--- src/rtl/tx_unpk_pkg.sv ---
package tx_unpk_pkg;
    typedef enum logic {
        BUF_FILL  = 1'b0,
        BUF_DRAIN = 1'b1
    } buf_mode_e;
endpackage

--- src/rtl/tx_unpk_buf.sv ---
module tx_unpk_buf
    import tx_unpk_pkg::*;
#(
    parameter int WORD_W = 32,
    parameter int WORDS  = 4
) (
    input  logic              clk,
    input  logic              rst_n,
    input  logic              flush,
    input  logic              wr_en,
    input  logic [WORD_W-1:0] wr_data,
    input  logic              pop,
    output logic [7:0]        byte_out,
    output logic              draining,
    output logic              empty
);
    localparam int BPW   = WORD_W / 8;
    localparam int TOTAL = WORDS * BPW;
    localparam int WI_W  = (WORDS > 1) ? $clog2(WORDS) : 1;
    localparam int RD_W  = $clog2(TOTAL);
    localparam int LN_W  = $clog2(BPW);

    typedef struct packed {
        buf_mode_e                     mode;
        logic [WI_W-1:0]               wr_idx;
        logic [RD_W-1:0]               rd_idx;
        logic [WORDS-1:0][WORD_W-1:0]  words;
    } buf_st_t;

    buf_st_t st_d, st_q;

    logic [WORD_W-1:0] cur_word;
    logic [LN_W-1:0]   lane;

    always_comb begin
        cur_word = st_q.words[st_q.rd_idx[RD_W-1:LN_W]];
        lane     = st_q.rd_idx[LN_W-1:0];
        byte_out = 8'(cur_word >> {lane, 3'b000});
        draining = (st_q.mode == BUF_DRAIN);
        empty    = (st_q.mode == BUF_FILL) && (st_q.wr_idx == '0);
    end

    always_comb begin
        st_d = st_q;
        if (flush) begin
            st_d.mode   = BUF_FILL;
            st_d.wr_idx = '0;
            st_d.rd_idx = '0;
        end else if (st_q.mode == BUF_FILL) begin
            if (wr_en) begin
                st_d.words[st_q.wr_idx] = wr_data;
                if (st_q.wr_idx == WI_W'(WORDS - 1)) begin
                    st_d.mode   = BUF_DRAIN;
                    st_d.wr_idx = '0;
                    st_d.rd_idx = '0;
                end else begin
                    st_d.wr_idx = st_q.wr_idx + 1'b1;
                end
            end
        end else if (pop) begin
            if (st_q.rd_idx == RD_W'(TOTAL - 1)) begin
                st_d.mode   = BUF_FILL;
                st_d.rd_idx = '0;
            end else begin
                st_d.rd_idx = st_q.rd_idx + 1'b1;
            end
        end
    end

    always_ff @(posedge clk or negedge rst_n) begin
        if (!rst_n) begin
            st_q <= '0;
        end else begin
            st_q <= st_d;
        end
    end

    // draining the last byte leaves the store empty
    p_drain_ends_r6: assert property (@(posedge clk) disable iff (!rst_n)
        (draining && pop && !flush && st_q.rd_idx == RD_W'(TOTAL - 1)) |=> empty);

    // a write while draining does not disturb the read position
    p_no_write_in_drain_r3: assert property (@(posedge clk) disable iff (!rst_n)
        (draining && wr_en && !pop && !flush) |=> (draining && $stable(byte_out)));

    // a flush always leaves the store empty
    p_flush_empties_r2: assert property (@(posedge clk) disable iff (!rst_n)
        flush |=> empty);
endmodule

--- src/rtl/tx_unpk_count.sv ---
module tx_unpk_count #(
    parameter int CNT_W = 16
) (
    input  logic             clk,
    input  logic             rst_n,
    input  logic             start,
    input  logic [CNT_W-1:0] max_cnt,
    input  logic             hs,
    output logic             armed,
    output logic             tc,
    output logic             term_now
);
    typedef struct packed {
        logic             armed;
        logic             tc;
        logic [CNT_W-1:0] cnt;
        logic [CNT_W-1:0] lim;
    } cnt_st_t;

    cnt_st_t st_d, st_q;
    logic [CNT_W:0] cnt_inc;

    always_comb begin
        cnt_inc  = {1'b0, st_q.cnt} + 1'b1;
        term_now = hs && !start && !st_q.tc && (cnt_inc == {1'b0, st_q.lim});
        armed    = st_q.armed;
        tc       = st_q.tc;
    end

    always_comb begin
        st_d = st_q;
        if (start) begin
            st_d.armed = 1'b1;
            st_d.cnt   = '0;
            st_d.lim   = max_cnt;
            st_d.tc    = (max_cnt == '0);
        end else if (hs && !st_q.tc) begin
            st_d.cnt = cnt_inc[CNT_W-1:0];
            if (term_now) begin
                st_d.tc = 1'b1;
            end
        end
    end

    always_ff @(posedge clk or negedge rst_n) begin
        if (!rst_n) begin
            st_q <= '0;
        end else begin
            st_q <= st_d;
        end
    end

    // the flag holds until re-armed
    p_tc_sticky_r8: assert property (@(posedge clk) disable iff (!rst_n)
        (tc && !start) |=> tc);

    // each accepted byte advances the count by one
    p_count_step_r7: assert property (@(posedge clk) disable iff (!rst_n)
        (hs && !start && !tc) |=> (st_q.cnt == $past(st_q.cnt) + 1'b1));

    // a zero limit terminates at once
    p_zero_limit_r9: assert property (@(posedge clk) disable iff (!rst_n)
        (start && max_cnt == '0) |=> tc);
endmodule

--- src/rtl/tx_unpacker.sv ---
module tx_unpacker #(
    parameter int WORD_W = 32,
    parameter int WORDS  = 4,
    parameter int CNT_W  = 16
) (
    input  logic              clk,
    input  logic              rst_n,
    input  logic              start,
    input  logic [CNT_W-1:0]  cfg_max_cnt,
    output logic              burst_req,
    input  logic              mem_wr_valid,
    input  logic [WORD_W-1:0] mem_wr_data,
    output logic              tx_valid,
    input  logic              tx_ready,
    output logic [7:0]        tx_data,
    output logic              tx_tc
);
    logic armed, tc, term_now;
    logic draining, empty;
    logic hs, wr_en, flush;
    logic [7:0] byte_out;

    always_comb begin
        tx_valid  = draining && armed && !tc && !start;
        hs        = tx_valid && tx_ready;
        wr_en     = mem_wr_valid && armed && !tc && !start;
        flush     = start || term_now;
        burst_req = empty && armed && !tc;
        tx_data   = byte_out;
        tx_tc     = tc;
    end

    tx_unpk_count #(.CNT_W(CNT_W)) u_count (
        .clk      (clk),
        .rst_n    (rst_n),
        .start    (start),
        .max_cnt  (cfg_max_cnt),
        .hs       (hs),
        .armed    (armed),
        .tc       (tc),
        .term_now (term_now)
    );

    tx_unpk_buf #(.WORD_W(WORD_W), .WORDS(WORDS)) u_buf (
        .clk      (clk),
        .rst_n    (rst_n),
        .flush    (flush),
        .wr_en    (wr_en),
        .wr_data  (mem_wr_data),
        .pop      (hs),
        .byte_out (byte_out),
        .draining (draining),
        .empty    (empty)
    );

    // after terminal count nothing is requested or offered
    p_quiet_after_tc_r7: assert property (@(posedge clk) disable iff (!rst_n)
        tx_tc |-> (!burst_req && !tx_valid));

    // an offered byte is held until taken
    p_hold_r5: assert property (@(posedge clk) disable iff (!rst_n)
        (tx_valid && !tx_ready && !start) |=> (tx_valid && $stable(tx_data)));

    // requesting and offering never overlap
    p_req_excl_r6: assert property (@(posedge clk) disable iff (!rst_n)
        burst_req |-> !tx_valid);

    // nothing is offered during a start pulse
    p_start_quiet_r10: assert property (@(posedge clk) disable iff (!rst_n)
        start |-> !tx_valid);
endmodule

--- config.mk ---
export PLATFORM = sky130hd
export DESIGN_NAME = tx_unpacker
export DESIGN_NICKNAME = d
export VERILOG_FILES = /design/src/rtl/tx_unpk_pkg.sv /design/src/rtl/tx_unpk_buf.sv /design/src/rtl/tx_unpk_count.sv /design/src/rtl/tx_unpacker.sv
export SDC_FILE = /design/constraint.sdc
export NUM_CORES = 1
export LEC_CHECK = 0
export ABC_AREA = 1
export ABC_CLOCK_PERIOD_IN_PS = 2700
export BUFFER_PORTS_ARGS = -buffer_cell sky130_fd_sc_hd__buf_2
export CAP_MARGIN = 20
export CORE_UTILIZATION = 60
export DETAILED_ROUTE_END_ITERATION = 10
export GPL_ROUTABILITY_DRIVEN = 1
export PLACE_DENSITY = 0.85
export REMOVE_ABC_BUFFERS = 1
export SKIP_CTS_REPAIR_TIMING = 1
export SLEW_MARGIN = 0
export SYNTH_ARGS = -nofsm -noshare
export SYNTH_HDL_FRONTEND = slang
export SYNTH_SLANG_ARGS = --single-unit
--- constraint.sdc ---
create_clock -name clk -period 2.7 [get_ports clk]
set_input_delay 0.81 -clock clk [delete_from_list [all_inputs] [get_ports clk]]
set_output_delay 0.81 -clock clk [all_outputs]
set_load 0.01 [all_outputs]
# Yosys cells after proc, flatten, opt, wreduce, memory -nomap -nowiden
# Index checks and enable logic that the tools add are counted.
op_classes:
  shifts: 1
  n_addsub: 3
  reduce_logical: 29
  div: 0
  bitwise_logic: 2
  muxes: 20
  eq_ne: 5
  order_cmp: 3
  mul: 0
op_table:
  columns: ["op", "n"]
  rows:
  - ["$mux W135", 1]
  - ["$bwmux W128", 1]
  - ["$bmux W32 S2", 1]
  - ["$demux W32 S2", 1]
  - ["$mux W32", 2]
  - ["$mux W17", 2]
  - ["$shr A32 B5 Y8", 1]
  - ["$add A16 B1 Y17 const B", 1]
  - ["$eq A17 B16 Y1", 1]
  - ["$logic_not A16 Y1", 1]
  - ["$mux W4", 4]
  - ["$logic_and A1 B1 Y1", 15]
  - ["$mux W7", 1]
  - ["$lt A2 B3 Y1 const B", 2]
  - ["$reduce_and A3 Y1", 2]
  - ["$reduce_bool A2 Y1", 3]
  - ["$reduce_bool A3 Y1", 2]
  - ["$mux W1", 5]
  - ["$add A4 B1 Y4 const B", 1]
  - ["$eq A4 B4 Y1 const B", 1]
  - ["$mux W2", 2]
  - ["$reduce_and A2 Y1", 2]
  - ["$ne A3 B3 Y1 const B", 1]
  - ["$add A2 B1 Y2 const B", 1]
  - ["other kinds (7)", 9]
word_totals:
  mem_bits_ro: 0
  input_bits: 53
  mem_count: 0
  latchBits: 0
  wordCells: 74
  out_inout_bits: 11
  ram_bits: 0
  regBits: 169

# Depth between registers and ports, before layout
logic_depth:
  ltp_word: 10
  mapped_depth: 15
  depth_no_buf: 15

# Modules after synthesis
# From an unflattened synthesis, not the netlist that was laid out.
unflattened:
  cells_unflattened: 1188
  hier_area_um2: 8842.2
by_module_without_submodules:
  columns: ["module", "cells_per_inst", "seq_area_each_um2", "n_inst", "area_each_um2"]
  rows:
  - ["tx_unpk_buf", 883, 3378.2, 1, 6736.5]
  - ["tx_unpk_count", 293, 850.8, 1, 2052.0]
  - ["tx_unpacker", 12, 0.0, 1, 53.8]

# Least setup slack after synthesis
# No wires, ideal clock.
synth_path:
  kind: "input to output"
  from: "in start"
  to: "out tx_valid"
  slack_ns: 0.409
  path_buffers: 2
  stages: 3
  required_time_ns: 1.890
  arrival_ns: 1.481
  path_cell_list: "buf_2 buf_1 nor3_1"
synth_between:
  elab_chain_len: 2
synth_rtl:
  columns: ["item", "line", "source"]
  rows:
  - ["start, declared", "tx_unpacker.sv:8", "input logic start,"]
  - ["$logic_not A1 Y1", "tx_unpacker.sv:24", "tx_valid = draining && armed && !tc && !start;"]
  - ["$logic_and A1 B1 Y1", "tx_unpacker.sv:24", null]
  - ["end, declared", "tx_unpacker.sv:13", "output logic tx_valid,"]
# No other way between the ends.

# Worst setup path in the final report
layout_path:
  from: "reg u_buf.st_q, in the netlist u_buf.lane[0]"
  to: "out tx_data[4]"
layout_between:
  elab_chain_len: 1
layout_rtl:
  columns: ["item", "line", "source"]
  rows:
  - ["start, declared", "tx_unpk_buf.sv:30", "buf_st_t st_d, st_q;"]
  - ["start signal, assigned", "tx_unpk_buf.sv:74", "st_q <= st_d;"]
  - ["$shr A32 B5 Y8", "tx_unpk_buf.sv:38", "byte_out = 8'(cur_word >> {lane, 3'b000});"]
  - ["end, declared", "tx_unpacker.sv:15", "output logic [7:0] tx_data,"]
# No other way between the ends.

==> flow_metrics.py <==
metrics = {
    "worst_setup_path": {
        "r2r_setup_slack_ns": 0.56,
        "slowest_delay_ns": 0.46,
        "critPathLaunchType": "flip-flop",
        "rr_startpoint": "u_count.st_q[16]",
        "path_cells": "inv_1, o211ai_1, o211ai_1, nand2_1, buf_2",
        "cpLargestDelayFamily": "buffers and inverters",
        "path_buf_inv": 2,
        "crit_start": "u_buf.lane[0]",
        "arrival_ns": 1.89,
        "critical_path.max_fanout": 12,
        "reg2reg_depth": 14,
        "path_common_cell": "o211ai_1",
        "path_class": "flip-flop to output port",
        "cp_slowest_cell": "inv_1",
        "required_ns": 1.89,
        "cp-end-kind": "output port",
        "r2r_end": "u_buf.draining",
    },
    "floorplanning": {
        "row_count": 42,
        "die_w_um": 120,
        "core_area_um2": 13400,
        "die_h_um": 120,
        "initial_core_util_pct": 62.1,
        "dieArea_um2": 14400,
        "ios": 64,
    },
    "clock_tree": {
        "h-tree-depth": 4,
        "ctsLongestPathBuffers": 2,
        "clk_pin_slew_ns": 0.07,
        "cts_tree": "built",
        "clock_sinks": 169,
        "root_buffer": "clkbuf_16",
        "numCtsBuffers": 17,
        "clk_latency_ns": 0.43,
    },
    "sta": {
        "tightest_slew_ns": 0.635,
        "finalSetupViolCount": 1,
        "max_freq_mhz": 370,
        "period_share_pct": 100,
        "setup_slack_ns": -0.00449,
        "slew_viol_final": 0,
        "hold_viol_final": 0,
        "period_needed_ns": 2.70,
        "rsz0062_at_grt": "true",
        "max-slew-margin-rel_pct": 57.7,
        "fin_skew_ns": 0.00550,
    },
    "global_routing": {
        "antenna_found_initial": 0,
        "grt_pass1_vias": 6803,
        "grt_max_degree": 65,
        "grt_pass1_wl_um": 32800,
        "grt_overflow": 0,
        "grt_use_total_pct": 29.4,
    },
    "finish": {
        "area_growth_pct": 14.2,
        "antenna_cells": 0,
        "final_util_pct": 71.0,
        "design_area_um2": 9510,
        "layout-drive-gt1-share_pct": 15.4,
        "finalNetCount": 1102,
    },
    "power": {
        "total_power_mw": 6.64,
        "power.density_nw_per_um2": 699,
        "vdd_ir_drop_max_uv": 520,
        "p_leak_nw": 4.40,
    },
    "placement": {
        "gp_congestion": 0.914,
        "port_buffers": 63,
        "placed_cell_area_um2": 8880,
        "dpl.hpwl_um": 12400,
    },
    "detailed_routing": {
        "drt-initial-drc-count": 723,
        "viasPerCell": 5.79,
        "routed_wl_um": 19400,
        "drc": 0,
        "vias": 7138,
        "first_pass_iters": 5,
        "wire_per_inst_um": 15.7,
        "ant_nets": 0,
    },
    "outcome": {
        "failed_checks": "setup timing",
        "outcome": "complete, but fails checks",
    },
    "yosys": {
        "yosysWarnings": 0,
        "synthesis.area_um2": 8330,
        "synth-seq-cells": 169,
        "synth_seq_area_share_pct": 50.8,
        "ys_types": 36,
        "synthCells": 993,
        "avgSynthCellArea_um2": 8.38,
    },
    "run": {
        "cap_violations": 0,
    },
    "worst_hold_path": {
        "min_path_type": "input pin to async pin",
    },
}
-- synthesized netlist by cell type (all sizes together) --
cell | count | area, um2
and2 | 1 | 6.26
a22o | 1 | 8.76
xor2 | 8 | 77.6
nor3 | 1 | 5.00
o21ai | 195 | 983
clkbuf | 41 | 154
xnor2 | 1 | 8.76
ha | 6 | 75.1
o22ai | 7 | 43.8
buf | 13 | 65.1
or2 | 1 | 6.26
clkinv | 2 | 7.51
and3 | 1 | 6.26
nand4 | 12 | 75.1
nand3 | 41 | 238
mux2i | 32 | 320
inv | 110 | 413
nand2 | 246 | 956
nor2 | 34 | 200
dfrtp | 169 | 4230
o211ai | 32 | 240
a21oi | 33 | 165
a41o | 1 | 10.0
nor4 | 5 | 31.3
-- cell families (layout without fill, tap and decap cells) --
| logic type | count (synthesis) | in the layout | synth area share, % |
|---|---|---|---|
| XOR/XNOR | 9 | 9 | 1.04 |
| adder cells (fa/ha/maj) | 6 | 6 | 0.902 |
| buffers and inverters | 166 | 229 | 7.68 |
| multiplexers | 32 | 32 | 3.85 |
| AND/OR/NAND/NOR | 342 | 342 | 18.3 |
| flip-flops | 169 | 169 | 50.8 |
| AO/OA/AOI/OAI | 269 | 269 | 17.4 |
-- where the power goes --
part           switching, mW  internal (mW)
sequential             0.257           3.00
combinational          0.575          0.410
clock                   1.01           1.39
total                   1.85           4.80
-- layout by cell type, fill, tap and decap left out, types with 4 or more instances in the layout --
master,n
a21oi_2,4
o21ai_1,5
nand2_1,231
dfrtp_1,168
nand2_2,14
o22ai_1,7
clkinvlp_4,5
buf_6,4
o21ai_0,188
xor2_1,7
nor4_1,5
nand4_1,12
nor2_1,21
ha_1,6
a21oi_1,29
clkbuf_16,17
nor2_4,8
nand3_2,4
o211ai_1,32
mux2i_1,32
buf_4,15
buf_2,61
nand3_1,36
buf_12,5
nor2_2,5
inv_1,107
-- final cells by class --
type,instances,area (um2)
timing repair buffer,85,563
clock buffer,18,439
multi-input combinational,658,3480
tap,176,220
inverter,112,424
clock inverter,14,149
sequential,169,4230
fill,1006,3890
-- metrics by stage --
step | std cells | TNS, ns | worst slack, ns | hold slack, ns
2_1_floorplan | 939 | -7.38 | -0.894 | 0.437
4_1_cts | 1231 | -0.221 | -0.0775 | 0.352
5_1_grt | 1232 | -0.457 | -0.0845 | 0.379
6_report | 1232 | -0.00449 | -0.00449 | 0.338
3_3_place_gp | 1199 | 0 | 0.361 | 0.454
3_5_place_dp | 1199 | 0 | 0.263 | 0.465
-- worst max-delay path by stage --
stage / cells past startpoint / end
3_3_place_gp: 10 / u_buf.st_q[130]
2_1_floorplan: 4 / tx_data[0]
4_1_cts: 7 / tx_data[1]
5_1_grt: 7 / tx_data[4]
6_report: 5 / tx_data[4]
3_5_place_dp: 10 / u_buf.st_q[133]
-- per-layer routing --
| metal | up-vias | GRT usage, % | part of all wire (%) |
|---|---|---|---|
| met5 | - | 0 | 0 |
| met4 | 0 | 12.6 | 2.7 |
| met3 | 43 | 4.47 | 5.2 |
| met2 | 257 | 48.0 | 49 |
| met1 | 3461 | 39.3 | 43 |
| li1 | 3377 | - | - |
No activity file was read; power rests on OpenSTA's default activity.
